**config.mk**
```make
export PLATFORM = sky130hd
export DESIGN_NAME = led_chain_tx
export DESIGN_NICKNAME = d
export VERILOG_FILES = /design/src/rtl/led_chain_pkg.sv /design/src/rtl/lct_bit_timer.sv /design/src/rtl/lct_shift24.sv /design/src/rtl/lct_frame_ctrl.sv /design/src/rtl/led_chain_tx.sv
export SDC_FILE = /design/constraint.sdc
export NUM_CORES = 1
export LEC_CHECK = 0
export BUFFER_PORTS_ARGS = -buffer_cell sky130_fd_sc_hd__buf_2
export CAP_MARGIN = 20
export CORE_AREA = 2 2 108 99
export DETAILED_ROUTE_END_ITERATION = 16
export DIE_AREA = 0 0 110 101
export PLACE_DENSITY = 0.63
export SLEW_MARGIN = 30
export SYNTH_ARGS = -nofsm -noshare
export SYNTH_HDL_FRONTEND = slang
export SYNTH_HIERARCHICAL = 1
export SYNTH_SLANG_ARGS = --single-unit
```
**constraint.sdc**
```tcl
create_clock -name clk -period 3.1 [get_ports clk]
set_clock_uncertainty 0.2 [all_clocks]
set_input_delay 0.31 -clock clk [delete_from_list [all_inputs] [get_ports clk]]
set_output_delay 0.31 -clock clk [all_outputs]
set_load 0.01 [all_outputs]
```
**src/rtl/led_chain_pkg.sv**
```systemverilog
package led_chain_pkg;

  typedef enum logic [1:0] {
    ST_IDLE  = 2'd0,
    ST_SEND  = 2'd1,
    ST_GAP   = 2'd2,
    ST_LATCH = 2'd3
  } lc_state_t;

  localparam int unsigned PIX_BITS = 24;

  // clocks that make up one serial bit
  function automatic int unsigned lc_clks_per_bit(input int unsigned clk_per_tick,
                                                  input int unsigned ticks_per_bit);
    return clk_per_tick * ticks_per_bit;
  endfunction

  // number of high ticks for a given bit value
  function automatic int unsigned lc_hi_ticks(input logic bval,
                                              input int unsigned one_ticks,
                                              input int unsigned zero_ticks);
    return bval ? one_ticks : zero_ticks;
  endfunction

  // width needed to count 0..n-1 (at least 1)
  function automatic int unsigned lc_cw(input int unsigned n);
    return (n > 1) ? $clog2(n) : 1;
  endfunction

endpackage

```
**src/rtl/lct_bit_timer.sv**
```systemverilog
module lct_bit_timer
  import led_chain_pkg::*;
#(
  parameter int unsigned CLK_PER_TICK  = 4,
  parameter int unsigned TICKS_PER_BIT = 4,
  localparam int unsigned CLKS = lc_clks_per_bit(CLK_PER_TICK, TICKS_PER_BIT),
  localparam int unsigned CW   = lc_cw(CLKS),
  localparam int unsigned TW   = lc_cw(TICKS_PER_BIT)
) (
  input  logic          clk,
  input  logic          rst,
  input  logic          run,
  output logic          bit_last,
  output logic [TW-1:0] tick_idx
);

  localparam logic [CW-1:0] CYC_LAST = CW'(CLKS - 1);

  logic [CW-1:0] cyc;

  always_ff @(posedge clk) begin
    if (rst || !run) begin
      cyc <= '0;
    end else if (cyc == CYC_LAST) begin
      cyc <= '0;
    end else begin
      cyc <= cyc + CW'(1);
    end
  end

  assign bit_last = run && (cyc == CYC_LAST);
  assign tick_idx = TW'(32'(cyc) / 32'(CLK_PER_TICK));

  AST_CYC_RANGE: assert property (@(posedge clk) disable iff (rst)
    cyc <= CYC_LAST);

  AST_CYC_STEP: assert property (@(posedge clk) disable iff (rst)
    (run && !bit_last) |=> (cyc != '0));

endmodule

```
**src/rtl/lct_shift24.sv**
```systemverilog
module lct_shift24
  import led_chain_pkg::*;
(
  input  logic                clk,
  input  logic                rst,
  input  logic                load,
  input  logic [PIX_BITS-1:0] word,
  input  logic                shift,
  output logic                cur_bit,
  output logic                last_bit
);

  localparam int unsigned BW = lc_cw(PIX_BITS);
  localparam logic [BW-1:0] BIDX_LAST = BW'(PIX_BITS - 1);

  logic [PIX_BITS-1:0] sreg;
  logic [BW-1:0]       bidx;

  always_ff @(posedge clk) begin
    if (rst) begin
      sreg <= '0;
      bidx <= '0;
    end else if (load) begin
      sreg <= word;
      bidx <= '0;
    end else if (shift) begin
      sreg <= {sreg[PIX_BITS-2:0], 1'b0};
      bidx <= (bidx == BIDX_LAST) ? '0 : bidx + BW'(1);
    end
  end

  // the word is sent from its top bit down
  assign cur_bit  = sreg[PIX_BITS-1];
  assign last_bit = (bidx == BIDX_LAST);

  AST_BIDX_RANGE: assert property (@(posedge clk) disable iff (rst)
    bidx <= BIDX_LAST);

  AST_LOAD_RESTART: assert property (@(posedge clk) disable iff (rst)
    load |=> (bidx == '0));

endmodule

```
**src/rtl/lct_frame_ctrl.sv**
```systemverilog
module lct_frame_ctrl
  import led_chain_pkg::*;
#(
  parameter int unsigned CNT_W        = 10,
  parameter int unsigned LATCH_CYCLES = 1200,
  parameter int unsigned STALL_LIMIT  = 60
) (
  input  logic             clk,
  input  logic             rst,
  input  logic             pix_valid,
  input  logic [CNT_W-1:0] pix_count,
  input  logic             pix_end,
  output logic             pix_ready,
  output logic             accept,
  output lc_state_t        state,
  output logic             frame_done,
  output logic             underrun
);

  localparam int unsigned LW = lc_cw(LATCH_CYCLES + 1);
  localparam int unsigned SW = lc_cw(STALL_LIMIT + 1);
  localparam logic [LW-1:0] LAT_LAST   = LW'(LATCH_CYCLES - 1);
  localparam logic [SW-1:0] STALL_LAST = SW'(STALL_LIMIT - 1);
  localparam logic [SW-1:0] STALL_SAT  = SW'(STALL_LIMIT);

  logic [CNT_W-1:0] frame_len;
  logic [CNT_W-1:0] pix_idx;
  logic [LW-1:0]    lat_cnt;
  logic [SW-1:0]    stall_cnt;
  logic             frame_last;
  logic             latch_end;
  logic             stall_hit;

  assign frame_last = (pix_idx == frame_len - CNT_W'(1));
  assign latch_end  = (state == ST_LATCH) && (lat_cnt == LAT_LAST);
  assign stall_hit  = (state == ST_GAP) && (stall_cnt == STALL_LAST) && !pix_valid;

  always_comb begin
    unique case (state)
      ST_IDLE:  pix_ready = 1'b1;
      ST_GAP:   pix_ready = 1'b1;
      ST_SEND:  pix_ready = pix_end && !frame_last;
      default:  pix_ready = 1'b0;
    endcase
  end

  assign accept = pix_ready && pix_valid;

  always_ff @(posedge clk) begin
    if (rst) begin
      state      <= ST_IDLE;
      frame_len  <= CNT_W'(1);
      pix_idx    <= '0;
      lat_cnt    <= '0;
      stall_cnt  <= '0;
      frame_done <= 1'b0;
      underrun   <= 1'b0;
    end else begin
      frame_done <= latch_end;
      underrun   <= stall_hit;
      unique case (state)
        ST_IDLE: begin
          if (accept) begin
            state     <= ST_SEND;
            pix_idx   <= '0;
            frame_len <= (pix_count == '0) ? CNT_W'(1) : pix_count;
          end
        end
        ST_SEND: begin
          if (pix_end) begin
            if (frame_last) begin
              state   <= ST_LATCH;
              lat_cnt <= '0;
            end else begin
              pix_idx <= pix_idx + CNT_W'(1);
              if (!accept) begin
                state     <= ST_GAP;
                stall_cnt <= '0;
              end
            end
          end
        end
        ST_GAP: begin
          if (accept) begin
            state <= ST_SEND;
          end else if (stall_cnt != STALL_SAT) begin
            stall_cnt <= stall_cnt + SW'(1);
          end
        end
        default: begin
          if (lat_cnt == LAT_LAST) begin
            state <= ST_IDLE;
          end else begin
            lat_cnt <= lat_cnt + LW'(1);
          end
        end
      endcase
    end
  end

  AST_READY_PULSE: assert property (@(posedge clk) disable iff (rst)
    (state == ST_SEND && accept) |=> !pix_ready);

  AST_NO_TAKE_LATCH: assert property (@(posedge clk) disable iff (rst)
    (state == ST_LATCH) |-> !pix_ready);

  AST_PIX_BOUND: assert property (@(posedge clk) disable iff (rst)
    (state != ST_IDLE) |-> (pix_idx < frame_len));

  AST_DONE_PULSE: assert property (@(posedge clk) disable iff (rst)
    frame_done |=> !frame_done);

  AST_DONE_IDLE: assert property (@(posedge clk) disable iff (rst)
    frame_done |-> (state == ST_IDLE));

  AST_UNDERRUN_PULSE: assert property (@(posedge clk) disable iff (rst)
    underrun |=> !underrun);

endmodule

```
**src/rtl/led_chain_tx.sv**
```systemverilog
module led_chain_tx
  import led_chain_pkg::*;
#(
  parameter int unsigned CNT_W         = 10,
  parameter int unsigned CLK_PER_TICK  = 4,
  parameter int unsigned TICKS_PER_BIT = 4,
  parameter int unsigned ONE_HI_TICKS  = 3,
  parameter int unsigned ZERO_HI_TICKS = 1,
  parameter int unsigned LATCH_CYCLES  = 1200,
  parameter int unsigned STALL_LIMIT   = 60
) (
  input  logic             clk,
  input  logic             rst,
  input  logic [23:0]      pix_data,
  input  logic             pix_valid,
  output logic             pix_ready,
  input  logic [CNT_W-1:0] pix_count,
  output logic             dout,
  output logic             busy,
  output logic             frame_done,
  output logic             underrun
);

  localparam int unsigned TW = lc_cw(TICKS_PER_BIT);

  lc_state_t     state_q;
  logic          run;
  logic          bit_last;
  logic [TW-1:0] tick_idx;
  logic          cur_bit;
  logic          last_bit;
  logic          pix_end;
  logic          accept;
  logic          dout_next;

  assign run     = (state_q == ST_SEND);
  assign pix_end = bit_last && last_bit;

  lct_bit_timer #(
    .CLK_PER_TICK (CLK_PER_TICK),
    .TICKS_PER_BIT(TICKS_PER_BIT)
  ) u_timer (
    .clk     (clk),
    .rst     (rst),
    .run     (run),
    .bit_last(bit_last),
    .tick_idx(tick_idx)
  );

  lct_shift24 u_shift (
    .clk     (clk),
    .rst     (rst),
    .load    (accept),
    .word    (pix_data),
    .shift   (bit_last),
    .cur_bit (cur_bit),
    .last_bit(last_bit)
  );

  lct_frame_ctrl #(
    .CNT_W       (CNT_W),
    .LATCH_CYCLES(LATCH_CYCLES),
    .STALL_LIMIT (STALL_LIMIT)
  ) u_ctrl (
    .clk       (clk),
    .rst       (rst),
    .pix_valid (pix_valid),
    .pix_count (pix_count),
    .pix_end   (pix_end),
    .pix_ready (pix_ready),
    .accept    (accept),
    .state     (state_q),
    .frame_done(frame_done),
    .underrun  (underrun)
  );

  // line is high for the leading ticks of the bit, count set by its value
  assign dout_next = run &&
    (32'(tick_idx) < lc_hi_ticks(cur_bit, ONE_HI_TICKS, ZERO_HI_TICKS));

  always_ff @(posedge clk) begin
    if (rst) begin
      dout <= 1'b0;
    end else begin
      dout <= dout_next;
    end
  end

  assign busy = (state_q != ST_IDLE);

  AST_OUT_LOW_OFF: assert property (@(posedge clk) disable iff (rst)
    (state_q != ST_SEND) |=> !dout);

  AST_FIRST_HIGH: assert property (@(posedge clk) disable iff (rst)
    (accept && state_q == ST_IDLE) |=> ##1 dout);

  AST_BUSY_MATCH: assert property (@(posedge clk) disable iff (rst)
    frame_done |-> !busy);

endmodule

```
Word-level counts from Yosys, hierarchy flattened. Index checks and enable logic that the tools add are counted.

Add/subtract/negate cells: 6. Order comparisons: 1. Equality and inequality tests: 19. Mux-type cells: 26. Bitwise gates (word level): 1. Reductions and logical operators: 27.

Operators with widths (count): 24-bit two-way mux (2); 10-bit two-way mux (4); 11-bit two-way mux (3); 6-bit two-way mux (5); 11-bit one-hot mux with 2 select lines (1); 10-bit one-hot mux with 2 select lines (1); 2-bit two-way mux (6); 2-bit inequality test (second input constant) (6); 6-bit one-hot mux with 2 select lines (1); 4-bit AND reduction (3); 11-bit by 1-bit adder with 11-bit output (second input constant) (1); 11-bit equality test (second input constant) (1); 10-bit by 1-bit adder with 10-bit output (second input constant) (1); 10-bit equality test (1); 10-bit logical NOT (1); 10-bit by 1-bit subtractor with 10-bit output (second input constant) (1); 1-bit logical AND (8); 2-bit nonzero test (4); 6-bit by 1-bit adder with 6-bit output (second input constant) (1); 6-bit equality test (second input constant) (1); 2-bit by 1-bit inequality test with 1-bit output (second input constant) (3); 6-bit inequality test (second input constant) (1); 6-bit AND reduction (1); 2-bit OR reduction (3); 17 further kinds (20).

Register bits after elaboration: 75. Bits of input ports: 37. Output and inout bits: 5. Logic and storage cells: 91.

Depth between registers and ports, before layout. Gate-level depths: netlist of run 1.

Word-level depth: 10. Gate-level depth with buffers: 14. Mapped depth without buffers: 12.

Modules after synthesis. Netlist of run 1, hierarchy kept.

Modules (own cells, without submodules): lct_frame_ctrl (instances 1, cells an instance 290, area each 2314.7 um2, sequential area each 820.8 um2); lct_shift24 (instances 1, cells an instance 129, area each 1357.6 um2, sequential area each 580.6 um2); lct_bit_timer (instances 1, cells an instance 19, area each 172.7 um2, sequential area each 80.1 um2); led_chain_tx (instances 1, cells an instance 9, area each 76.3 um2, sequential area each 20.0 um2).

Worst setup path before layout of run 1. OpenSTA, ideal clock, no wires.

Path kind: register to register. From: register u_ctrl.frame_len[0]. To: register u_shift.sreg[10]. Setup time: 0.128 ns. Arrival time: 3.004 ns. Required time: 2.772 ns. Path slack: -0.231 ns. Stages on the path, launching flop included: 14. Buffers on the path: 2. Clock period less this slack: 3.331 ns. Cells stage by stage: dfxtp_1 > inv_1 > ha_1 > nor4b_4 > nand2_1 > o41ai_2 > o31ai_1 > o211a_2 > buf_4 > o21ai_0 > and2_1 > clkbuf_1 > mux2i_1 > nor2_1.

Longest elaborated chain between the ends: 7. Elaborated cells on any way between the ends: 8. Classes of those cells: add/sub: 1; eq/ne: 1; mux: 2; reduce/logical: 4.

Ends and longest elaborated chain: start: declaration (RTL line lct_frame_ctrl.sv:26) `logic [CNT_W-1:0] frame_len;`; start signal: assignment (RTL line lct_frame_ctrl.sv:66) `frame_len <= (pix_count == '0) ? CNT_W'(1) : pix_count;`; 10-bit by 1-bit subtractor with 10-bit output (*) (RTL line lct_frame_ctrl.sv:34) `assign frame_last = (pix_idx == frame_len - CNT_W'(1));`; 10-bit equality test (*) (RTL line lct_frame_ctrl.sv:34); 1-bit logical NOT (*) (RTL line lct_frame_ctrl.sv:42) `ST_SEND: pix_ready = pix_end && !frame_last;`; 1-bit logical AND (*) (RTL line lct_frame_ctrl.sv:42); 1-bit one-hot mux with 2 select lines (*) (RTL line lct_frame_ctrl.sv:39) `unique case (state)`; net pix_ready (RTL line led_chain_tx.sv:16) `output logic pix_ready,`; 1-bit logical AND (*) (RTL line lct_frame_ctrl.sv:47) `assign accept = pix_ready && pix_valid;`; net accept (RTL line led_chain_tx.sv:33) `logic accept;`; 24-bit two-way mux / 2-bit nonzero test (equally long branches); end signal: assignment (RTL line lct_shift24.sv:24) `sreg <= word;`; end signal: assignment (RTL line lct_shift24.sv:27) `sreg <= {sreg[PIX_BITS-2:0], 1'b0};`; end: declaration (RTL line lct_shift24.sv:16) `logic [PIX_BITS-1:0] sreg;`.

Mark *: on every way through the listed nets, which the timed path passes. The rest lies on a longest branch. A chain may end at the register's enable or synchronous reset.

Worst setup path in the final report of run 1.
From: register u_ctrl.frame_len[1]. To: output pix_ready.

Longest elaborated chain between the ends: 5.

Ends and longest elaborated chain (RTL line): 10-bit by 1-bit subtractor with 10-bit output (lct_frame_ctrl.sv:34); 10-bit equality test (lct_frame_ctrl.sv:34); 1-bit logical NOT (lct_frame_ctrl.sv:42); 1-bit logical AND (lct_frame_ctrl.sv:42); 1-bit one-hot mux with 2 select lines (lct_frame_ctrl.sv:39); end: declaration (led_chain_tx.sv:16).

No other way between the ends.

==> results.ini, run 1 <==
[grt]
grt_util_all_layers_pct = 17.0
grt_pass1_wl_mm = 15.2
grt_pass1_vias = 3325
antenna_found_initial = 0
use_met3_pct = 3.30
grt_max_degree = 32
grt_use_met1_pct = 21.8
grt.busiest_layer = met2
overflow = 0
gr-usage-met2_pct = 28.0

[die]
rows = 35
io_pins = 42
core_mm2 = 0.0100
dieWidth_um = 110
die_h_um = 101
initial_utilization_pct = 39.1
dieArea_mm2 = 0.0111

[clock_tree]
cts_htree_levels = 3
clk_pin_slew_ns = 0.08
cts_tree = built
cts_made_buffers = 9
clk_path_buf_depth = 2
cts.sinks = 75
root_buffer = clkbuf_8
clk_latency_ns = 0.35

[yosys]
yosysUniqueCellTypes = 56
yosys.area.top_type_share_pct = 38.3
syn_area_per_cell_um2 = 8.77
ys.flop_type = dfxtp_1
ys_ff_latch = 75
synth_warnings = 6
netlist_area_mm2 = 0.00392
synth_largest_area_cell = dfxtp_1
synth_edf_count = 0
ys_seq_area_share_pct = 38.3
synth_fp_nets = 492
async_reset_ff_share_pct = 0
synthTopCellsByArea = dfxtp_1 38%, mux2i_1 7.1%, mux2_2 6.9%, nor2_1 5.3%, nand2_1 4.5%
synthCells = 447

[sta]
rsz0062_at_grt = no
drv_slew = 0
tightest_slew_ns = 0.565
finalCritPeriodShare_pct = 94.2
max_slew_margin_pct = 62.3
setup_viol = 0
fin_setup_tns_ns = 0
fmax_mhz = 343
hold_ws_ns = 0.0108
fin_crit_ns = 2.92
final_hold_viol_count = 0

[min_path]
hold_class = input port to flop
hp-start = pix_data[3]
whs_path_depth = 3

[pwr]
p_leak_nw = 1.79
pwr-share-clk_pct = 34.7
p_int_mw = 1.42
p_seq_share_pct = 51.7
vdd_drop_max_uv = 243
p_sw_uw = 541
finalPower_mw = 1.96
p_per_area_mw_per_mm2 = 417
power_frac_comb_pct = 13.6
p_sw_share_pct = 27.6

[routing]
wl_mm = 8.80
drt-initial-drc-count = 107
drt.antenna.violating_nets = 0
drc = 0
vias = 3427
drtPass1Iterations = 4
vias_per_cell = 5.31
wl_per_cell_um = 13.6

[critical_path]
crit_type = flop to output port
arrival_ns = 2.41
r2r_cells = 11
crit_path_max_fanout = 4
crit_path_start_kind = flop
reg2reg_from = u_ctrl/frame_len[1]
worstPathRequired_ns = 2.59
crit_start = u_ctrl/frame_len[1]
cp-end-kind = output port

[final_layout]
layout_commonest_cell = dfxtp_1
diodes = 0
drive_gt1_share_pct = 21.3
fin_nets = 556
syn_to_final_growth_pct = 19.9
final_cell_mix = 73 x dfxtp_1, 54 x nor2_1, 47 x nand2_1

[status]
status = complete, no violations

[run]
max-cap-violations = 0

[placement]
place_congestion = 0.850
port_buffers = 41
hpwl_mm = 6.07

-- cell usage after synthesis (4+ instances only) --
library cell  number
nand2_1           47
o21ai_0            9
and3_1             9
dfxtp_1           75
nor3_1             9
xor2_1            11
mux2i_1           28
nor3b_1            5
clkbuf_1          10
a31oi_1            4
a21oi_1           20
o31ai_1            4
nand4_1            8
nor4_1             6
buf_2              5
nor2_1            55
ha_1               8
mux2_2            24
inv_1             14
xnor2_1           14
buf_4              4
or3_1             11
o211ai_1           5
nand3_1           16
-- kinds of logic (layout without fill, tap and decap cells) --
kind of cell    after synthesis  in the layout  share of synthesized area (%)
simple gates                187            187                           24.1
flops                        75             75                           38.3
compound gates               64             64                           11.0
mux                          52             52                           14.0
buf+inv                      36            105                           4.37
xor+xnor                     25             25                           5.58
fa+ha+maj                     8              8                           2.55
-- stage by stage --
stage / worst slack, ns / cell area, um^2 / util (%) / std cells
4_1_cts: 0.103 / 4660 / 46.5 / 643
2_1_floorplan: 0.000612 / 3930 / - / 447
5_1_grt: 0.0251 / 4700 / 46.9 / 645
3_5_place_dp: 0.102 / 4290 / 42.7 / 607
6_report: 0.181 / 4700 / 46.9 / 645
3_3_place_gp: 0.235 / 4290 / 42.7 / 607
-- power by group through the flow --
stage | sequential, mW | clock [mW] | combinational, mW
2_1_floorplan | 1.03 | 0 | 0.162
3_3_place_gp | 1.03 | 0 | 0.229
3_5_place_dp | 1.04 | 0 | 0.234
4_1_cts | 1.01 | 0.698 | 0.258
5_1_grt | 1.02 | 0.738 | 0.295
6_report | 1.01 | 0.679 | 0.267
-- critical path: stages (launching register included) --
cell and delay [ns]:
dfxtp_4 0.36, inv_1 0.04, ha_2 0.19, buf_4 0.15, xor2_1 0.13, nor2_1 0.15, a21oi_2 0.06, a2111oi_4 0.37
o211a_2 0.26, o21ai_1 0.07, buf_4 0.14, buf_2 0.13
-- worst paths after layout --
check	to	slack (ns)
worst max register to register	u_ctrl/stall_cnt[1]	0.21
worst min-delay path	u_shift/sreg[3]	0.01
worst max-delay path	pix_ready	0.18
worst min register to register	u_timer/cyc[0]	0.27
-- sequential cells by signal (all words and copies together), names as in the netlist --
name	cells
u_timer/cyc	4
u_shift/sreg	24
u_ctrl/stall_cnt	6
u_ctrl/pix_idx	10
u_ctrl/state	2
u_ctrl/underrun	1
u_ctrl/frame_len	10
dout	1
u_shift/bidx	5
u_ctrl/lat_cnt	11
u_ctrl/frame_done	1
-- layer usage --
metal  routed length [um]  part of all wire, %  up-vias
met5                    0                    0        -
met4                  113                  1.3        0
met3                  324                  3.7       11
met2                 4290                   49       70
met1                 4070                   46     1618
li1                     -                    -     1728
-- repair_timing --
action	in CTS	in global routing
setup endpoints to repair	1	4
cloned	0	0
hold endpoints to repair	18	1
pin swaps	1	3
hold buffers	18	1
setup buffers	2	1
resized for setup	0	6
-- final cells by class --
| type | count | area, um^2 |
|---|---|---|
| Tap cell | 129 | 161 |
| Inverter | 14 | 52.6 |
| Multi-Input combinational cell | 336 | 2270 |
| Sequential cell | 75 | 1510 |
| Clock inverter | 7 | 53.8 |
| Clock buffer | 9 | 124 |
| Fill cell | 966 | 5330 |
| Timing Repair Buffer | 75 | 533 |
No activity file was read; power rests on OpenSTA's default activity.
==> run 2, diff against run 1 <==
CORE_AREA = 2 2 97 90   (was 2 2 108 99)
DIE_AREA = 0 0 99 92   (was 0 0 110 101)
PLACE_DENSITY = 0.75   (was 0.63)
==> results.ini, run 2 (synthesized netlist as in run 1, its figures left out) <==
[status]
status = complete, no violations

[min_path]
hp-start = pix_count[1]
min_to = u_ctrl/frame_len[1]
whs_path_depth = 3
hold_class = input port to flop

[final_layout]
largest_register_ffs = 24
top_register = u_shift/sreg
layout_commonest_cell = dfxtp_1
diodes = 0
syn_to_final_growth_pct = 18.9
final_cell_mix = 74 x dfxtp_1, 54 x nor2_1, 47 x nand2_1
final_cell_area_mm2 = 0.00466
fin_nets = 551
final_cells = 613
drive_gt1_share_pct = 21.3
fillCellCount = 696
top_regs = u_shift/sreg: 24 flops, u_ctrl/lat_cnt: 11 flops

[routing]
vias = 3435
drc = 0
wl_per_cell_um = 14.2
drt-initial-drc-count = 231
drtPass1Iterations = 7
drt.antenna.violating_nets = 0
wl_mm = 8.68
vias_per_cell = 5.60

[run]
max-cap-violations = 0

[critical_path]
crit_path_max_fanout = 5
worstPathRequired_ns = 2.59
rr_endpoint = u_shift/sreg[0]
r2r_slack_ns = 0.15
cp-end-kind = output port
r2r_cells = 14
crit_path_start_kind = flop
arrival_ns = 2.55
crit_type = flop to output port
reg2reg_from = u_ctrl/frame_len[1]

[sta]
fin_crit_ns = 3.06
drv_slew = 0
finalCritPeriodShare_pct = 98.6
max_slew_margin_pct = 65.6
fin_setup_tns_ns = 0
rsz0062_at_grt = yes
hold_ws_ns = 0.00610
setup_viol = 0
final_hold_viol_count = 0
tightest_slew_ns = 0.510
fmax_mhz = 327

[clock_tree]
cts_htree_levels = 3
cts_tree = built
root_buffer = clkbuf_8
cts_made_buffers = 9
clk_latency_ns = 0.34
cts.sinks = 75
clk_path_buf_depth = 2
clk_pin_slew_ns = 0.08

[placement]
port_buffers = 41
dpl.cell_count = 580
hpwl_mm = 5.88
place_congestion = 0.813
placed_cell_area_mm2 = 0.00424

[pwr]
p_leak_nw = 1.81
p_per_area_mw_per_mm2 = 466
finalPower_mw = 2.17
vdd_drop_max_uv = 283

[die]
core_mm2 = 0.00821
die_h_um = 92
rows = 32
io_pins = 42
initial_utilization_pct = 47.8
dieWidth_um = 99
dieArea_mm2 = 0.00911

[grt]
grt_pass1_wl_mm = 14.8
grt_pass1_vias = 3283
grt_util_all_layers_pct = 19.6
overflow = 0
grt_max_degree = 33
antenna_found_initial = 0

==> run 2: critical path, cell delays in order (launching register included) <==
cell and delay, ns:
dfxtp_4 0.38, inv_1 0.07, ha_4 0.17, buf_4 0.14
xor2_1 0.14, nor2_1 0.12, a21oi_1 0.06, a2111oi_2 0.44
o211a_2 0.32, o21ai_1 0.09, buf_4 0.14, buf_2 0.13
==> run 2: worst max path at each step <==
stage | from | to | slack (ns) | depth (start not counted)
4_1_cts | u_ctrl/frame_len[1] | pix_ready | 0.006 | 11
3_3_place_gp | u_ctrl/frame_len[1] | u_ctrl/stall_cnt[1] | 0.25 | 10
5_1_grt | u_ctrl/frame_len[1] | pix_ready | -0.07 | 11
3_5_place_dp | u_ctrl/frame_len[1] | u_shift/sreg[6] | 0.15 | 12
6_report | u_ctrl/frame_len[1] | pix_ready | 0.04 | 11
2_1_floorplan | u_ctrl/frame_len[0] | u_shift/sreg[11] | 0.0006 | 13
==> run 2: metrics by stage <==
| stage | util [%] | setup slack [ns] |
|---|---|---|
| after floorplan | - | 0.000612 |
| after global placement | 51.7 | 0.251 |
| after detailed placement | 51.7 | 0.153 |
| after CTS | 56.3 | 0.00558 |
| after global routing | 56.8 | -0.0738 |
| final | 56.8 | 0.0447 |
==> run 2: routing by layer <==
metal / part of all wire (%) / GRT usage (%) / wire length (um) / vias up
met5: 0 / 0 / 0 / -
met4: 1.5 / 6.96 / 128 / 0
met3: 5.1 / 3.43 / 441 / 10
met2: 49 / 33.0 / 4260 / 86
met1: 44 / 25.3 / 3850 / 1633
li1: - / - / - / 1706
==> run 2: repair_timing <==
| action | 4_1_cts | 5_1_grt |
|---|---|---|
| endpoints found under the setup margin | 0 | 28 |
| hold endpoints to repair | 14 | 0 |
| gates resized for setup | 0 | 5 |
| setup buffers | 0 | 4 |
| hold buffers | 14 | 0 |
==> run 2: final cells by class <==
type / count / area [um^2] / area share (%)
timing repair buffer: 70 / 470 / 10.1
clock inverter: 7 / 116 / 2.50
inverter: 14 / 52.6 / 1.13
tap: 102 / 128 / 2.74
sequential: 75 / 1510 / 32.3
multi-input combinational: 336 / 2270 / 48.6
clock buffer: 9 / 124 / 2.66
==> run 2: report_power, final <==
| group | switching [mW] | internal [mW] | leakage (nW) |
|---|---|---|---|
| clock network | 0.375 | 0.533 | 0.119 |
| registers | 0.0221 | 0.991 | 0.611 |
| logic | 0.132 | 0.121 | 1.08 |
==> run 3, diff against run 2 <==
--- a/config.mk
+++ b/config.mk
@@ -11,5 +11,5 @@
 export DETAILED_ROUTE_END_ITERATION = 16
 export DIE_AREA = 0 0 99 92
-export PLACE_DENSITY = 0.75
+export PLACE_DENSITY = 0.72
 export SLEW_MARGIN = 30
 export SYNTH_ARGS = -nofsm -noshare
==> constraint.sdc (replaced) <==
create_clock -name clk -period 3.4 [get_ports clk]
set_clock_uncertainty 0.2 [all_clocks]
set_input_delay 0.34 -clock clk [delete_from_list [all_inputs] [get_ports clk]]
set_output_delay 0.34 -clock clk [all_outputs]
set_load 0.05 [all_outputs]
==> results.ini, run 3 (synthesized netlist as in run 1, its figures left out) <==
[routing]
drtPass1Iterations = 5
wl_per_cell_um = 13.7
vias = 3273
drt-initial-drc-count = 240
drt.antenna.violating_nets = 0
wl_mm = 8.08
vias_per_cell = 5.54
drc = 0

[pwr]
p_sw_share_pct = 25.7
finalPower_mw = 1.91
p_int_mw = 1.41
vdd_drop_max_uv = 261
pwr-share-clk_pct = 40.4
p_per_area_mw_per_mm2 = 429
power_frac_comb_pct = 11.1
p_sw_uw = 491
p_seq_share_pct = 48.5
p_leak_nw = 1.70

[clock_tree]
clk_latency_ns = 0.35
clk_path_buf_depth = 2
clk_pin_slew_ns = 0.08
cts.sinks = 75
cts_tree = built
cts_setup_buffers = 0
root_buffer = clkbuf_8
cts_htree_levels = 3
cts_made_buffers = 9
cts_resized = 0
cts_hold_buf = 0

[grt]
grt_max_degree = 57
overflow = 0
antenna_found_initial = 0
grt_pass1_vias = 3094
grt.busiest_layer = met2
grt_util_all_layers_pct = 18.5
grt_pass1_wl_mm = 13.8
use_met3_pct = 3.89
grt_use_met1_pct = 24.8
gr-usage-met2_pct = 28.2

[final_layout]
diodes = 0
fillCellCount = 726
fin_nets = 529
largest_register_ffs = 24
layout_commonest_cell = dfxtp_1
final_cell_mix = 75 x dfxtp_1, 54 x nor2_1, 47 x nand2_1
drive_gt1_share_pct = 20.2
top_regs = u_shift/sreg: 24 flops, u_ctrl/lat_cnt: 11 flops
syn_to_final_growth_pct = 13.1
top_register = u_shift/sreg

[critical_path]
crit_buf_inv = 2
crit_path_max_fanout = 7
r2r_slack_ns = 0.31
rr_endpoint = u_ctrl/stall_cnt[1]
path_cells = inv_1 > ha_1 > nor4b_4 > nand2_1 > o41ai_2 > o31ai_1 > o211a_2 > o21ai_4 > buf_2
cp_top_family = compound AO/OA/AOI/OAI gates
cp-end-kind = output port
crit_type = flop to output port
reg2reg_from = u_ctrl/frame_len[0]
crit_path_start_kind = flop
arrival_ns = 2.69
cpPeakStageDelay_ns = 0.42
r2r_cells = 10
worstPathRequired_ns = 2.86
slowest_stage = nor4b_4

[placement]
place_congestion = 0.816
hpwl_mm = 5.66
port_buffers = 41

[status]
status = complete, no violations

[die]
rows = 32
core_mm2 = 0.00821
initial_utilization_pct = 47.8
dieWidth_um = 99
dieArea_mm2 = 0.00911
io_pins = 42
die_h_um = 92

[sta]
fin_setup_tns_ns = 0
drv_slew = 0
max_slew_margin_pct = 57.0
setup_viol = 0
finalCritPeriodShare_pct = 94.9
final_hold_viol_count = 0
fmax_mhz = 310
tightest_slew_ns = 0.643
rsz0062_at_grt = no
fin_crit_ns = 3.23

[min_path]
min_to = u_shift/sreg[10]
whs_path_depth = 3
hold_class = input port to flop
hp-start = pix_data[10]

[run]
max-cap-violations = 0

-- run 3: changes by cell type in the layout (fill, tap and decap cells not counted), sizes merged --
cell / before / now
clkinv: 3 / 2
inv: 14 / 16
bufinv: 3 / 2
dlygate4sd3: 14 / 0
buf: 56 / 48
-- run 3: power by group through the flow --
stage / logic, mW / clock network, mW / registers, mW
final: 0.212 / 0.769 / 0.924
after global placement: 0.206 / 0 / 0.943
after CTS: 0.212 / 0.786 / 0.924
after global routing: 0.235 / 0.818 / 0.928
after floorplan: 0.154 / 0 / 0.939
after detailed placement: 0.211 / 0 / 0.944
-- run 3: worst max path at each step --
stage          cells after the start  slack [ns]             endpoint                start
2_1_floorplan                     13        0.05     u_shift/sreg[10]  u_ctrl/frame_len[0]
3_3_place_gp                      10        0.45  u_ctrl/stall_cnt[1]  u_ctrl/frame_len[0]
3_5_place_dp                      10        0.33  u_ctrl/stall_cnt[1]  u_ctrl/frame_len[0]
4_1_cts                            9        0.17            pix_ready  u_ctrl/frame_len[0]
5_1_grt                            9       0.008            pix_ready  u_ctrl/frame_len[0]
6_report                           9        0.17            pix_ready  u_ctrl/frame_len[0]
-- run 3: tightest hold or removal path: cells and delay by family --
family / cells / cell delay [ns]
mux: 1 / 0.05
buf+inv: 1 / 0.08
simple gates: 1 / 0.07
-- run 3: cell type report --
class                      instances  area [um^2]  area share, %
clock buffer                       9          124           2.79
clock inverter                     7         98.8           2.23
inverter                          14         52.6           1.18
multi-input combinational        336         2260           51.0
sequential                        75         1500           33.8
tap                              102          128           2.88
timing repair buffer              48          270           6.09
-- run 3: metrics by stage --
stage	cells	instance area (um^2)	worst slack (ns)	hold WS (ns)	util (%)
2_1_floorplan	447	3930	0.0500	0.217	-
3_3_place_gp	575	4210	0.453	0.229	51.3
3_5_place_dp	575	4210	0.332	0.243	51.3
4_1_cts	591	4440	0.166	0.00526	54.1
5_1_grt	591	4440	0.00791	0.0194	54.1
6_report	591	4440	0.174	0.0156	54.1
-- run 3: layer usage --
| metal | part of all wire, % | vias to the layer above | wire length, um |
|---|---|---|---|
| met5 | 0 | - | 0 |
| met2 | 44 | 83 | 3570 |
| li1 | - | 1666 | - |
| met1 | 48 | 1512 | 3910 |
| met3 | 5.3 | 12 | 430 |
| met4 | 2.1 | 0 | 170 |
